`src/rtl/flash_wr_gate_pkg.sv`:
```
package flash_wr_gate_pkg;

    // Filtered, synchronized levels of the bus control pins (active low).
    typedef struct packed {
        logic ce_n;
        logic we_n;
        logic oe_n;
    } ctl_lvl_t;

    localparam int unsigned CTL_PINS = 3;

endpackage

```
`src/rtl/fwg_pin_filter.sv`:
```
module fwg_pin_filter #(
    parameter int unsigned GLITCH_CYCLES = 3,
    parameter bit          USE_FILTER    = 1'b1,
    parameter bit          RST_VAL       = 1'b1
) (
    input  logic clk,
    input  logic rst_n,
    input  logic pin_i,
    output logic level_o
);

    localparam int unsigned CNT_W = (GLITCH_CYCLES < 2) ? 1 : $clog2(GLITCH_CYCLES);
    localparam logic [CNT_W-1:0] CNT_LAST = CNT_W'(GLITCH_CYCLES - 1);

    typedef struct packed {
        logic             s1;
        logic             s2;
        logic             lvl;
        logic [CNT_W-1:0] cnt;
    } flt_t;

    flt_t r_d, r_q;

    always_comb begin
        r_d    = r_q;
        r_d.s1 = pin_i;
        r_d.s2 = r_q.s1;
        if (USE_FILTER) begin
            // high is taken at once, low only after a run of low samples
            if (r_q.s2) begin
                r_d.lvl = 1'b1;
                r_d.cnt = '0;
            end else if (r_q.lvl) begin
                if (r_q.cnt == CNT_LAST) begin
                    r_d.lvl = 1'b0;
                    r_d.cnt = '0;
                end else begin
                    r_d.cnt = r_q.cnt + 1'b1;
                end
            end
        end else begin
            r_d.lvl = r_q.s2;
            r_d.cnt = '0;
        end
    end

    always_ff @(posedge clk or negedge rst_n) begin
        if (!rst_n) begin
            r_q.s1  <= RST_VAL;
            r_q.s2  <= RST_VAL;
            r_q.lvl <= RST_VAL;
            r_q.cnt <= '0;
        end else begin
            r_q <= r_d;
        end
    end

    assign level_o = r_q.lvl;

endmodule

```
`src/rtl/fwg_wr_qual.sv`:
```
module fwg_wr_qual
    import flash_wr_gate_pkg::*;
#(
    parameter int unsigned ADDR_W = 12,
    parameter int unsigned DATA_W = 8
) (
    input  logic              clk,
    input  logic              rst_n,
    input  ctl_lvl_t          ctl_i,
    input  logic              supply_low_i,
    input  logic [ADDR_W-1:0] addr_i,
    input  logic [DATA_W-1:0] data_i,
    output logic              done_o,
    output logic              armed_o,
    output logic [ADDR_W-1:0] addr_o,
    output logic [DATA_W-1:0] data_o
);

    typedef struct packed {
        logic              active;
        logic              armed;
        logic [ADDR_W-1:0] addr;
        logic [DATA_W-1:0] data;
    } qual_t;

    qual_t r_d, r_q;
    logic  active;
    logic  done;

    always_comb begin
        active = !ctl_i.ce_n && !ctl_i.we_n && ctl_i.oe_n;
        // a cycle closes on write enable rising; only armed cycles count
        done   = r_q.active && !active && ctl_i.we_n && r_q.armed && !supply_low_i;

        r_d        = r_q;
        r_d.active = active && !supply_low_i;
        if (supply_low_i) begin
            r_d.armed = 1'b0;
        end else if (!active) begin
            r_d.armed = 1'b1;
        end
        if (active) begin
            r_d.addr = addr_i;
            r_d.data = data_i;
        end
    end

    always_ff @(posedge clk or negedge rst_n) begin
        if (!rst_n) begin
            r_q.active <= 1'b1;
            r_q.armed  <= 1'b0;
            r_q.addr   <= '0;
            r_q.data   <= '0;
        end else begin
            r_q <= r_d;
        end
    end

    assign done_o  = done;
    assign armed_o = r_q.armed;
    assign addr_o  = r_q.addr;
    assign data_o  = r_q.data;

endmodule

```
`src/rtl/fwg_grp_prot.sv`:
```
module fwg_grp_prot #(
    parameter int unsigned ADDR_W      = 12,
    parameter int unsigned NUM_GROUPS  = 8,
    parameter bit          BOOT_AT_TOP = 1'b0
) (
    input  logic [ADDR_W-1:0]     addr_i,
    input  logic [NUM_GROUPS-1:0] lock_i,
    input  logic                  wprot_lvl_i,
    output logic                  refused_o
);

    localparam int unsigned GRP_W = (NUM_GROUPS < 2) ? 1 : $clog2(NUM_GROUPS);

    logic [GRP_W-1:0] grp;
    logic [GRP_W-1:0] boundary;

    assign grp = addr_i[ADDR_W-1 -: GRP_W];

    generate
        if (BOOT_AT_TOP) begin : g_top
            assign boundary = GRP_W'(NUM_GROUPS - 1);
        end else begin : g_bottom
            assign boundary = '0;
        end
    endgenerate

    always_comb begin
        refused_o = lock_i[grp];
        if (grp == boundary && !wprot_lvl_i) begin
            refused_o = 1'b1;
        end
    end

endmodule

```
`src/rtl/flash_wr_gate.sv`:
```
module flash_wr_gate
    import flash_wr_gate_pkg::*;
#(
    parameter int unsigned ADDR_W        = 12,
    parameter int unsigned DATA_W        = 8,
    parameter int unsigned NUM_GROUPS    = 8,
    parameter int unsigned GLITCH_CYCLES = 3,
    parameter bit          BOOT_AT_TOP   = 1'b0
) (
    input  logic                  clk,
    input  logic                  rst_n,
    input  logic                  ce_n,
    input  logic                  we_n,
    input  logic                  oe_n,
    input  logic                  wprot_n,
    input  logic                  supply_low,
    input  logic [ADDR_W-1:0]     addr_in,
    input  logic [DATA_W-1:0]     data_in,
    input  logic                  pe_req,
    input  logic [NUM_GROUPS-1:0] grp_lock,
    output logic                  wr_strobe,
    output logic [ADDR_W-1:0]     wr_addr,
    output logic [DATA_W-1:0]     wr_data,
    output logic                  protect_violation,
    output logic                  force_read
);

    localparam logic [CTL_PINS-1:0] PIN_RST = 3'b001; // ce, we held asserted; oe idle

    ctl_lvl_t            pins_raw;
    ctl_lvl_t            ctl_lvl;
    logic [CTL_PINS-1:0] pins_vec;
    logic [CTL_PINS-1:0] lvl_vec;
    logic                wprot_lvl;
    logic                done;
    logic                armed_w;
    logic                refused;
    logic [ADDR_W-1:0]   cap_addr;
    logic [DATA_W-1:0]   cap_data;

    assign pins_raw = '{ce_n: ce_n, we_n: we_n, oe_n: oe_n};
    assign pins_vec = pins_raw;
    assign ctl_lvl  = lvl_vec;

    generate
        for (genvar i = 0; i < CTL_PINS; i++) begin : g_ctl
            fwg_pin_filter #(
                .GLITCH_CYCLES (GLITCH_CYCLES),
                .USE_FILTER    (1'b1),
                .RST_VAL       (PIN_RST[i])
            ) u_flt (
                .clk     (clk),
                .rst_n   (rst_n),
                .pin_i   (pins_vec[i]),
                .level_o (lvl_vec[i])
            );
        end
    endgenerate

    fwg_pin_filter #(
        .GLITCH_CYCLES (GLITCH_CYCLES),
        .USE_FILTER    (1'b0),
        .RST_VAL       (1'b1)
    ) u_wp_sync (
        .clk     (clk),
        .rst_n   (rst_n),
        .pin_i   (wprot_n),
        .level_o (wprot_lvl)
    );

    fwg_wr_qual #(
        .ADDR_W (ADDR_W),
        .DATA_W (DATA_W)
    ) u_qual (
        .clk          (clk),
        .rst_n        (rst_n),
        .ctl_i        (ctl_lvl),
        .supply_low_i (supply_low),
        .addr_i       (addr_in),
        .data_i       (data_in),
        .done_o       (done),
        .armed_o      (armed_w),
        .addr_o       (cap_addr),
        .data_o       (cap_data)
    );

    fwg_grp_prot #(
        .ADDR_W      (ADDR_W),
        .NUM_GROUPS  (NUM_GROUPS),
        .BOOT_AT_TOP (BOOT_AT_TOP)
    ) u_prot (
        .addr_i      (cap_addr),
        .lock_i      (grp_lock),
        .wprot_lvl_i (wprot_lvl),
        .refused_o   (refused)
    );

    typedef struct packed {
        logic              strobe;
        logic              viol;
        logic              frd;
        logic [ADDR_W-1:0] addr;
        logic [DATA_W-1:0] data;
    } out_t;

    out_t o_d, o_q;

    always_comb begin
        o_d        = o_q;
        o_d.strobe = done && !(pe_req && refused);
        o_d.viol   = done && pe_req && refused;
        o_d.frd    = supply_low;
        if (done) begin
            o_d.addr = cap_addr;
            o_d.data = cap_data;
        end
    end

    always_ff @(posedge clk or negedge rst_n) begin
        if (!rst_n) begin
            o_q.strobe <= 1'b0;
            o_q.viol   <= 1'b0;
            o_q.frd    <= 1'b1;
            o_q.addr   <= '0;
            o_q.data   <= '0;
        end else begin
            o_q <= o_d;
        end
    end

    assign wr_strobe         = o_q.strobe;
    assign protect_violation = o_q.viol;
    assign force_read        = o_q.frd;
    assign wr_addr           = o_q.addr;
    assign wr_data           = o_q.data;

endmodule

```
`config.mk`:
```
export PLATFORM = sky130hd
export DESIGN_NAME = flash_wr_gate
export DESIGN_NICKNAME = d
export VERILOG_FILES = /design/src/rtl/flash_wr_gate_pkg.sv /design/src/rtl/fwg_pin_filter.sv /design/src/rtl/fwg_wr_qual.sv /design/src/rtl/fwg_grp_prot.sv /design/src/rtl/flash_wr_gate.sv
export SDC_FILE = /design/constraint.sdc
export NUM_CORES = 1
export LEC_CHECK = 0
export ABC_AREA = 0
export CAP_MARGIN = 40
export CORE_ASPECT_RATIO = 0.75
export CORE_UTILIZATION = 58
export CTS_BUF_LIST = sky130_fd_sc_hd__clkbuf_4
export DETAILED_ROUTE_END_ITERATION = 12
export DONT_BUFFER_PORTS = 1
export PLACE_DENSITY = 0.76
export SETUP_SLACK_MARGIN = 0.2
export SYNTH_ARGS = -nofsm -noshare
export SYNTH_HDL_FRONTEND = slang
export SYNTH_SLANG_ARGS = --single-unit
```
`constraint.sdc`:
```
create_clock -name clk -period 1.55 [get_ports clk]
set_input_delay 0.2325 -clock clk [delete_from_list [all_inputs] [get_ports clk]]
set_output_delay 0.2325 -clock clk [all_outputs]
set_load 0.05 [all_outputs]
```
Word-level counts from Yosys, hierarchy flattened
Index checks and enable logic that the tools add are counted.
{"block": "word_totals", "reg_bits": 63, "out_inout_bits": 23}
{"block": "classes", "add_sub_neg": 3, "magnitude_cmp": 1, "n_eq_ne": 4, "n_mux": 17, "n_reduce_logical": 22}
{"cell": "3-bit 2-to-1 mux", "count": 6}
{"cell": "1-bit logical AND", "count": 12}
{"cell": "1-bit 2-to-1 mux", "count": 7}
{"cell": "2-bit by 1-bit adder with 2-bit output (second input constant)", "count": 3}
{"cell": "2-bit == test (second input constant)", "count": 3}
{"cell": "1-bit logical NOT", "count": 6}
{"cell": "2-bit 2-to-1 mux", "count": 3}
{"cell": "2-bit nonzero test", "count": 3}
{"cell": "3-bit by 4-bit < comparator with 1-bit output (second input constant)", "count": 1}
{"cell": "1-bit binary-select mux with 3-bit select", "count": 1}
{"cell": "3-bit logical NOT", "count": 1}
{"cell": "2-bit != test (second input constant)", "count": 1}

Logic depth before layout (Yosys ltp)
Gate-level depths: netlist of the first run.
{"block": "logic_depth", "depth_word": 10, "depth_mapped": 5, "depth_no_buf": 4}

By module
Synthesis of the first run repeated with hierarchy kept, for this count alone.
{"block": "hier_totals", "hier_cells": 163, "area_unflattened_um2": 2523.7}
{"mod": "fwg_wr_qual", "n_inst": 1, "cells_per_inst": 70, "area_each_um2": 992.2, "seq_area_each_um2": 551.8}
{"mod": "flash_wr_gate", "n_inst": 1, "cells_per_inst": 47, "area_each_um2": 838.3, "seq_area_each_um2": 576.8}
{"mod": "fwg_pin_filter (g_ctl[1].u_flt ...)", "n_inst": 2, "cells_per_inst": 13, "area_each_um2": 181.4, "seq_area_each_um2": 125.1}
{"mod": "fwg_pin_filter (g_ctl[0].u_flt)", "n_inst": 1, "cells_per_inst": 13, "area_each_um2": 185.2, "seq_area_each_um2": 128.9}
{"mod": "fwg_pin_filter (u_wp_sync)", "n_inst": 1, "cells_per_inst": 3, "area_each_um2": 78.8, "seq_area_each_um2": 78.8}
{"mod": "fwg_grp_prot", "n_inst": 1, "cells_per_inst": 4, "area_each_um2": 66.3, "seq_area_each_um2": 0.0}

Least setup slack after synthesis of the first run
Ideal clock, no wire load.
{"block": "synth_timing", "kind": "register to register", "startpoint": "reg g_ctl[0].u_flt.r_q, in the netlist g_ctl[0].u_flt.level_o", "endpoint": "reg u_qual.r_q, in the netlist u_qual.addr_o[0]", "setup_ns": 0.125, "arrival_time_ns": 1.331, "required_time_ns": 1.425, "setup_slack_ns": 0.094, "stages_incl_launch_ff": 4, "path_buffers": 1, "path_cell_list": "dfstp_2 nor3b_2 buf_4 mux2_2"}
{"block": "synth_via", "elab_chain_cells": 1}
{"element": "from (decl)", "line": "fwg_pin_filter.sv:22", "text": "flt_t r_d, r_q;"}
{"element": "from (signal assigned)", "line": "fwg_pin_filter.sv:54", "text": "r_q <= r_d;"}
{"element": "1-bit logical AND", "line": "fwg_wr_qual.sv:31", "text": "active = !ctl_i.ce_n && !ctl_i.we_n && ctl_i.oe_n;"}
{"element": "to (signal assigned)", "line": "fwg_wr_qual.sv:55", "text": "r_q <= r_d;"}
{"element": "to (decl)", "line": "fwg_wr_qual.sv:26", "text": "qual_t r_d, r_q;"}
Every way passes these cells.
A chain may end at the register's enable or synchronous reset.

Final worst setup path of the first run
{"block": "layout_timing", "startpoint": "reg g_ctl[0].u_flt.r_q, in the netlist g_ctl[0].u_flt.level_o", "endpoint": "reg u_qual.r_q, in the netlist u_qual.data_o[4]"}
The elaborated chain is that of the path after synthesis.

==> results of run 1 <==
==> sequential cells by signal (all words and copies together) (netlist names) <==
signal and flops:
g_ctl.u_flt.level_o 3, g_ctl.u_flt.r_d 3, wr_strobe 1, u_wp_sync.r_d 2
u_qual.armed_o 1, u_qual.data_o 8, force_read 1, u_qual.addr_o 12
u_wp_sync.level_o 1, u_qual.r_q 1, wr_data 8, wr_addr 12
protect_violation 1, g_ctl.u_flt.r_q 9
==> per-stage QoR <==
step	hold WS, ns	power, mW	std cells
after global placement	-0.06164	2.396	201
after global routing	-0.5316	3.815	246
final	-0.4846	3.630	246
after detailed placement	-0.06191	2.450	201
after floorplan	-0.06309	2.364	149
after CTS	-0.5174	3.639	245
==> kinds of logic (layout without fill, tap and decap cells) <==
group | Yosys count | after routing | share of synthesized area
multiplexers | 46 | 46 | 0.2184
flip-flops | 63 | 63 | 0.6723
AO/OA/AOI/OAI | 10 | 10 | 0.02969
AND/OR/NAND/NOR | 23 | 23 | 0.06098
buffers and inverters | 7 | 52 | 0.01856
==> routing by layer <==
layer / global-route usage / part of all wire / wire length (um) / vias up
met5: 0 / 0 / 0 / -
met4: 0.1270 / 0.027 / 118 / 0
met3: 0.1095 / 0.068 / 291 / 11
met2: 0.3393 / 0.48 / 2079 / 48
met1: 0.2766 / 0.42 / 1821 / 666
li1: - / - / - / 606
==> area by class of cell <==
| class | count | area share |
|---|---|---|
| Clock buffer | 11 | 0.02806 |
| Tap cell | 52 | 0.02211 |
| Timing Repair Buffer | 34 | 0.1144 |
| Multi-Input combinational cell | 79 | 0.2764 |
| Sequential cell | 63 | 0.5400 |
| Clock inverter | 5 | 0.01658 |
| Inverter | 2 | 0.002551 |
==> what timing repair did <==
item / in CTS / in global routing
resized for setup: 20 / 8
endpoints found under the hold margin: 90 / 63
gates cloned: 1 / 0
buffers inserted: 2 / 1
pin swaps: 0 / 1
setup endpoints to repair: 27 / 43
==> report_power, final <==
part	leakage (nW)	switching (mW)	total, mW	internal [mW]
clock	0.0780	0.529	1.04	0.516
combinational	0.525	0.137	0.511	0.374
sequential	0.808	0.202	2.07	1.87
==> synth_stat cells <==
cell	instances	share of area
dfstp_2	8	0.089
buf_2	2	0.0042
mux2_4	1	0.0064
nor3b_2	1	0.0053
nor2b_1	1	0.0027
buf_6	1	0.0048
a21o_1	4	0.013
buf_4	2	0.0064
o2111a_1	1	0.0048
dfrtp_1	55	0.58
nor2_1	8	0.013
nand3b_1	4	0.013
nor2b_4	1	0.0058
mux2_2	39	0.19
nand3_1	1	0.0021
mux2_1	1	0.0048
a21oi_1	4	0.0085
nand4b_1	1	0.0037
mux2i_1	5	0.021
inv_1	2	0.0032
nand2b_1	6	0.016
a221oi_1	1	0.0037
==> worst paths after layout <==
path / from / to / slack (ns) / depth (start not counted)
worst max-delay path: g_ctl[0].u_flt.level_o / u_qual.data_o[4] / 0.08 / 3
worst min-delay path: rst_n / wr_strobe / -0.48 / 0
worst max register to register: g_ctl[0].u_flt.level_o / u_qual.data_o[4] / 0.08 / 3
worst min register to register: g_ctl[0].u_flt.r_d[3] / g_ctl[0].u_flt.r_q[3] / 0.35 / 0
max in group asynchronous: rst_n / g_ctl[0].u_flt.r_d[3] / 1.84 / 0
min in group clk: pe_req / wr_strobe / 0.07 / 2
==> results by group, run 1 <==
Power
  • Leak pwr: roughly 1.4 nW
  • Worst IR Drop VDD: 0.001364 V
  • Pwr per Cell Area: 1234 nW/um^2

Worst setup path
  • Worst Path Arrival: 1.74 ns
  • CP Capture Type: flip-flop
  • Max FO, Critical Path: 8
  • Largest stage delay, worst path: about 0.54 ns
  • CP Launch Type: flip-flop
  • Crit Path Class: flip-flop to flip-flop
  • Top delay family on crit path: flip-flops
  • WP buf/inv: 1
  • Data required time at the worst endpoint: approximately 1.8 ns
  • Critical-path cell list: nor3b_4 > buf_6 > mux2_4
  • Worst-path cell with the longest stage delay: dfstp_2

Global routing
  • Largest net degree at the start of global routing: 64
  • Gr usage total: 0.2292
  • First-pass GRT wire length: about 6.6 mm
  • Vias in the first global route: about 1.3k
  • Gr ovfl total: 0
  • Initial antenna violation count: 0

Clocking
  • Max clock buf depth: 2
  • Clk_lat worst skew: roughly 0.40 ns
  • CTS Sinks: 63
  • CTS buffer count: 9
  • Hold buffer count at CTS: 25
  • CTS tree: done
  • Clock-pin slew on the worst setup and hold paths: around 0.1 ns
  • CTS root buf: clkbuf_4
  • H-Tree Depth: 3

Floorplan
  • Core region area: 3780 um^2
  • Die Area: 4330 um^2
  • Initial Util: 0.6243
  • Die width: 75.65 um
  • Row count: 19
  • Height of the die: about 57 um
  • I/O pins: 59

Yosys
  • Register bit total from synthesis: 63
  • Syn Inst Count: around 150
  • Yosys cell types: 22
  • Sequential-to-total area share from yosys stat: 0.6723
  • YS warnings: 0
  • Avg Inst Size Synth: 15.84 um^2
  • Post-synth net total: between 150 and 200
  • Synthesized cell area: approximately 2400 um^2

Detailed routing
  • Post-route DRC violation count: 0
  • Antenna Nets Post-Route: 0
  • DR vias: 1331
  • Routed WL: approximately 4.3 mm
  • Drt wl/cell: around 18 um
  • First DRT Iteration DRCs: 49
  • Vias per inst: roughly 5.4
  • Pre-antenna DRT Iters: 4

Timing
  • Clock skew: roughly 0.014 ns
  • Max_slew headroom: 0.6590
  • Tcrit/Tclk final: 0.9494
  • Worst Tran Pin Value: just over 0.5 ns
  • Unrepaired setup endpoints after global routing: true
  • Final setup viols: 0
  • Hold_ws: -0.4846 ns
  • Final hold vios: 63
  • Fmax: 0.6796 GHz
  • Setup TNS Final: 0 ns
  • Setup ws final: a little under 0.08 ns
  • Pins Over Slew Limit: 0
  • Crit path time final: between 1 and 1.5 ns

Place
  • Dpl cell area: 2436 um^2
  • Port bufs: 0
  • DP Worst Slack: between 0.05 and 0.06 ns
  • Final HPWL DP: about 2.6 mm
  • GP Congestion: 0.6950

Finish
  • Most frequent cells in the layout: 53 x dfrtp_1, 25 x dlygate4sd3_1, 21 x mux2_4
  • Sequential Area: about 1600 um^2
  • Layout cells sized above 1: 0.3969
  • Finished Core Util: 0.7786
  • # diodes: 0
  • Area growth syn-to-layout: 24.71%
  • Multi-input logic area: around 800 um^2
  • Design area: 2943 um^2
  • Most common cell after layout, fill and taps aside: dfrtp_1
  • Fill count: ~220
  • Final Net Count: between 200 and 250

Run status
  • Status: complete, but fails checks
  • Violated checks: hold timing

Job
  • Max cap viols: 0

Worst hold path
  • Hold Path Class: input port to asynchronous set/reset pin
(Power assumes the default switching activity.)
==> inputs of run 2 (changes only) <==
Settings changed: CORE_ASPECT_RATIO 0.75 to 1.75, PLACE_DENSITY 0.76 to 0.81.
==> results by group, run 2 (same netlist as run 1, synthesis figures left out) <==
Run status
  • Violated checks: hold timing
  • Status: complete, but fails checks

Timing
  • Clock skew: 0.006113 ns (-0.007664 ns)
  • Hold_ws: -0.4879 ns (-0.003210 ns)
  • Worst Tran Pin Value: 0.4971 ns (-0.01440 ns)
  • Unrepaired setup endpoints after global routing: true
  • Final hold vios: 63 (unchanged)
  • Setup TNS Final: 0 ns (unchanged)
  • Tcrit/Tclk final: 0.9635 (+0.01409)
  • Fmax: 0.6696 GHz (-1.5%)
  • Max_slew headroom: 0.6686 (+0.009598)
  • Pins Over Slew Limit: 0 (unchanged)
  • Crit path time final: 1.493 ns (+0.02185 ns)
  • Final setup viols: 0 (unchanged)

Detailed routing
  • Drt wl/cell: 21.16 um (+21%)
  • Antenna Nets Post-Route: 0 (unchanged)
  • DR vias: 1416 (+6.4%)
  • Post-route DRC violation count: 0 (unchanged)
  • Routed WL: 5.310 mm (+23%)
  • Vias per inst: 5.641 (+4.3%)
  • First DRT Iteration DRCs: 19 (-61%)
  • Pre-antenna DRT Iters: 4 (unchanged)

Worst setup path
  • Top delay family on crit path: flip-flops
  • Crit Path Class: flip-flop to flip-flop
  • Crit path to: u_qual.addr_o[0]
  • Data required time at the worst endpoint: 1.84 ns (+0.02 ns)
  • R2R Path End: u_qual.addr_o[0]
  • CP Launch Type: flip-flop
  • Flop-to-flop setup slack: 0.06 ns (-0.02 ns)
  • Worst r2r path cells: 4 (+1)
  • CP startpoint: g_ctl[0].u_flt.level_o
  • Max FO, Critical Path: 5 (-3)
  • Worst Path Arrival: 1.78 ns (+0.04 ns)
  • WP depth: 4 (+1)
  • Critical-path cell list: nor3b_4 > buf_6 > clkbuf_16 > mux2_4
  • R2r startpoint: g_ctl[0].u_flt.level_o
  • CP Capture Type: flip-flop
  • WP buf/inv: 2 (+1)
  • Largest stage delay, worst path: 0.54 ns (about the same)
  • Worst-path cell with the longest stage delay: dfstp_2

Finish
  • Design area: 3099 um^2 (+5.3%)
  • Area growth syn-to-layout: 31.34%
  • Final Net Count: 234 (+4.0%)
  • Most common cell after layout, fill and taps aside: dfrtp_1
  • Finished Core Util: 0.8016 (+0.02307)
  • Layout cells sized above 1: 0.4138 (+0.01689)
  • # diodes: 0 (unchanged)
  • Most frequent cells in the layout: 54 x dfrtp_1, 25 x dlygate4sd3_1, 24 x mux2_2

Clocking
  • CTS buffer count: 9 (unchanged)
  • H-Tree Depth: 3 (unchanged)
  • Max clock buf depth: 2 (unchanged)
  • CTS Sinks: 63 (unchanged)
  • CTS root buf: clkbuf_4
  • Clock-pin slew on the worst setup and hold paths: 0.10 ns (about the same)
  • Hold buffer count at CTS: 25 (unchanged)
  • Clk_lat worst skew: 0.40 ns (about the same)
  • CTS tree: done

Global routing
  • First-pass GRT wire length: 7.272 mm (+9.5%)
  • Vias in the first global route: 1517 (+13%)
  • Largest net degree at the start of global routing: 64 (unchanged)
  • Gr usage total: 0.2409 (+0.01170)
  • Gr ovfl total: 0 (unchanged)
  • Initial antenna violation count: 0 (unchanged)

Power
  • Worst IR Drop VDD: 0.0008467 V (-38%)
  • Leak pwr: 1.489 nW (+5.6%)
  • Pwr Total: 3.654 mW (+0.66%)
  • Pwr per Cell Area: 1179 nW/um^2 (-4.4%)

Floorplan
  • Height of the die: 86.38 um (+51%)
  • Die width: 50.22 um (-34%)
  • I/O pins: 59 (unchanged)
  • Row count: 30 (+11)
  • Initial Util: 0.6104 (-0.01394)
  • Die Area: 4338 um^2 (+0.17%)
  • Core region area: 3866 um^2 (+2.3%)

Place
  • Final HPWL DP: 2.795 mm (+7.2%)
  • Dpl cell area: 2449 um^2 (+0.51%)
  • GP Congestion: 0.6509 (-6.3%)
  • Port bufs: 0 (unchanged)

Worst hold path
  • Hold Path Class: input port to asynchronous set/reset pin

Job
  • Max cap viols: 0 (unchanged)
## run 2: area by class of cell
class / count / area (um^2)
clock buffers: 10 / 75.07
fillers: 189 / 767.0
clock inverters: 6 / 51.30
flip-flops and latches: 63 / 1588
well taps: 48 / 60.06
multi-input cells: 79 / 802.0
inverters: 2 / 7.507
repair buffers: 43 / 515.5
## run 2: worst register-to-register path: stages, from the launching register on
cell	delay [ns]
dfstp_2	0.54
nor3b_4	0.24
buf_6	0.16
clkbuf_16	0.15
mux2_4	0.30
## run 2: repair_timing
| action | 4_1_cts | 5_1_grt |
|---|---|---|
| gates cloned | 2 | 4 |
| pin swaps | 0 | 1 |
| endpoints found under the setup margin | 39 | 37 |
| endpoints found under the hold margin | 90 | 63 |
| setup buffers | 5 | 3 |
| resized for setup | 5 | 17 |
## run 2: per-layer routing
metal,wire length [um],track usage,vias up
met5,0,0,-
met4,150,0.1299,0
met3,247,0.08246,14
met2,3137,0.4267,50
met1,1773,0.2393,726
li1,-,-,626
## run 2: power by group
part           switching [mW]  internal (mW)
Clock                   0.551          0.489
Sequential              0.211           1.87
Combinational           0.163          0.367
Total                   0.926           2.73
## run 2: stage by stage
step / setup slack [ns] / instances / hold WS [ns]
final: 0.05661 / 251 / -0.4879
after CTS: 0.08480 / 244 / -0.5110
after global placement: 0.1463 / 196 / -0.06197
after global routing: 0.02000 / 251 / -0.5156
after floorplan: 0.1252 / 149 / -0.06309
after detailed placement: 0.09384 / 196 / -0.06166
## run 2: worst min path at each step
stage | startpoint | endpoint | cells past startpoint
finish | rst_n | wr_data[1] | 0
global route | rst_n | u_qual.data_o[3] | 0
CTS | rst_n | g_ctl[0].u_flt.r_q[1] | 0
detailed placement | rst_n | wr_addr[11] | 0
global placement | rst_n | wr_data[2] | 0
floorplan | rst_n | g_ctl[0].u_flt.r_q[0] | 0
==> inputs of run 3 (changes only) <==
Settings changed: CELL_PAD_IN_SITES_DETAIL_PLACEMENT set to 1, CELL_PAD_IN_SITES_GLOBAL_PLACEMENT set to 1, CORE_UTILIZATION 58 to 48, PLACE_DENSITY 0.81 to 0.82.
==> results by group, run 3 (same netlist as run 1, synthesis figures left out) <==
Timing
  • Pins Over Slew Limit: 0 (unchanged)
  • Crit path time final: 1.525 ns (+0.03207 ns)
  • Setup ws final: 0.02454 ns (-0.03207 ns)
  • Fmax: 0.6555 GHz (-2.1%)
  • Unrepaired setup endpoints after global routing: true
  • Max_slew headroom: 0.6602 (-0.008407)
  • Final setup viols: 0 (unchanged)
  • Tcrit/Tclk final: 0.9842 (+0.02069)
  • Worst Tran Pin Value: 0.5097 ns (+0.01261 ns)
  • Final hold vios: 63 (unchanged)
  • Clock skew: 0.01892 ns (+0.01281 ns)
  • Hold_ws: -0.5098 ns (-0.02191 ns)
  • Setup TNS Final: 0 ns (unchanged)

Run status
  • Status: complete, but fails checks
  • Violated checks: hold timing

Floorplan
  • Height of the die: 94.76 um (+9.7%)
  • Die width: 55 um (+9.5%)
  • Core region area: 4707 um^2 (+22%)
  • Initial Util: 0.5013 (-0.1090)
  • Die Area: 5212 um^2 (+20%)
  • Row count: 33 (+10%)
  • I/O pins: 59 (unchanged)

Global routing
  • Vias in the first global route: 1498 (-1.3%)
  • Gr ovfl total: 0 (unchanged)
  • Largest net degree at the start of global routing: 64 (unchanged)
  • Gr usage total: 0.2116 (-0.02930)
  • First-pass GRT wire length: 7.334 mm (+0.85%)
  • Initial antenna violation count: 0 (unchanged)

Finish
  • Layout cells sized above 1: 0.4483 (+0.03448)
  • Fill count: 415 (+120%)
  • Most common cell after layout, fill and taps aside: dfrtp_1
  • Design area: 3157 um^2 (+1.9%)
  • Most frequent cells in the layout: 50 x dfrtp_1, 35 x mux2_4, 25 x dlygate4sd3_1
  • Final Net Count: 234 (unchanged)
  • Area growth syn-to-layout: 33.78%
  • # diodes: 0 (unchanged)

Detailed routing
  • Post-route DRC violation count: 0 (unchanged)
  • Routed WL: 6.101 mm (+15%)
  • Vias per inst: 5.600 (-0.73%)
  • First DRT Iteration DRCs: 13 (-6)
  • Antenna Nets Post-Route: 0 (unchanged)
  • DR vias: 1428 (+0.85%)
  • Pre-antenna DRT Iters: 4 (unchanged)
  • Drt wl/cell: 23.93 um (+13%)

Worst setup path
  • Data required time at the worst endpoint: 1.85 ns (about the same)
  • CP Capture Type: flip-flop
  • Worst r2r path cells: 4 (unchanged)
  • Max FO, Critical Path: 4 (-1)
  • CP Launch Type: flip-flop
  • Crit Path Class: flip-flop to flip-flop
  • Worst Path Arrival: 1.82 ns (+0.04 ns)

Clocking
  • CTS buffer count: 9 (unchanged)
  • Clock-pin slew on the worst setup and hold paths: 0.11 ns (about the same)
  • CTS root buf: clkbuf_4
  • H-Tree Depth: 3 (unchanged)
  • CTS Sinks: 63 (unchanged)
  • CTS tree: done
  • Max clock buf depth: 2 (unchanged)
  • Clk_lat worst skew: 0.42 ns (+0.02 ns)

Power
  • Worst IR Drop VDD: 0.001249 V (+47%)
  • Leak pwr: 1.524 nW (+2.3%)
  • Pwr per Cell Area: 1193 nW/um^2 (+1.2%)

Worst hold path
  • Hold Path Class: input port to asynchronous set/reset pin

Place
  • Port bufs: 0 (unchanged)
  • GP Congestion: 0.7282 (+12%)
  • Final HPWL DP: 2.933 mm (+4.9%)
  • DP Worst Slack: 0.06062 ns (-0.03322 ns)
  • Dpl cell area: 2449 um^2 (unchanged)

Job
  • Max cap viols: 0 (unchanged)
==> run 3: cell types whose count changed in the layout (fill, tap and decap cells not counted), sizes merged <==
cell	previous run	this run
clkinv	5	4
buf	14	16
clkbuf	14	13
==> run 3: metal layers <==
layer / vias up / global-route usage / wire (um)
met1: 746 / 0.2144 / 2120
li1: 621 / - / -
met5: - / 0 / 0
met2: 50 / 0.3554 / 3593
met4: 0 / 0.1188 / 151
met3: 11 / 0.07729 / 235
==> run 3: final cells by class <==
type	instances	area, um^2	area share
multi-input combinational	79	877.1	0.2778
clock inverter	5	48.80	0.01546
tap	52	65.06	0.02061
sequential	63	1593	0.5046
inverter	2	7.507	0.002378
timing repair buffer	43	483.0	0.1530
clock buffer	11	82.58	0.02616
==> run 3: critical path, stage by stage (launching register included) <==
cell and delay [ns]:
dfstp_2 0.55, nor3b_4 0.26, buf_6 0.16, clkbuf_16 0.15, mux2_4 0.29
==> run 3: final timing paths <==
path,startpoint,endpoint,slack (ns)
min reg2reg,g_ctl[1].u_flt.r_d[3],g_ctl[1].u_flt.r_q[3],0.35
max reg2reg,g_ctl[0].u_flt.level_o,u_qual.data_o[2],0.02
min,rst_n,wr_addr[11],-0.51
max in group asynchronous,rst_n,u_wp_sync.r_d[2],1.85
max,g_ctl[0].u_flt.level_o,u_qual.data_o[2],0.02
min in group clk,pe_req,wr_strobe,0.11
==> run 3: what timing repair did <==
action	CTS	global route
endpoints found under the setup margin	37	43
hold buffers	24	1
setup buffers	5	3
hold endpoints to repair	90	64
cloned	1	4
pin swaps	1	3
gates resized for setup	8	45
==> run 3: power by group <==
part	leakage (nW)	internal, mW	total [mW]	switching, mW
sequential	0.803	1.87	2.10	0.224
clock	0.0780	0.515	1.09	0.579
combinational	0.643	0.399	0.576	0.176
==> run 3: stage by stage <==
| step | utilization | instances | power [mW] |
|---|---|---|---|
| final | 0.6707 | 255 | 3.767 |
| after global routing | 0.6707 | 255 | 3.927 |
| after CTS | 0.6180 | 247 | 3.613 |
| after detailed placement | 0.5202 | 201 | 2.468 |
| after global placement | 0.5202 | 201 | 2.399 |
| after floorplan | - | 149 | 2.364 |
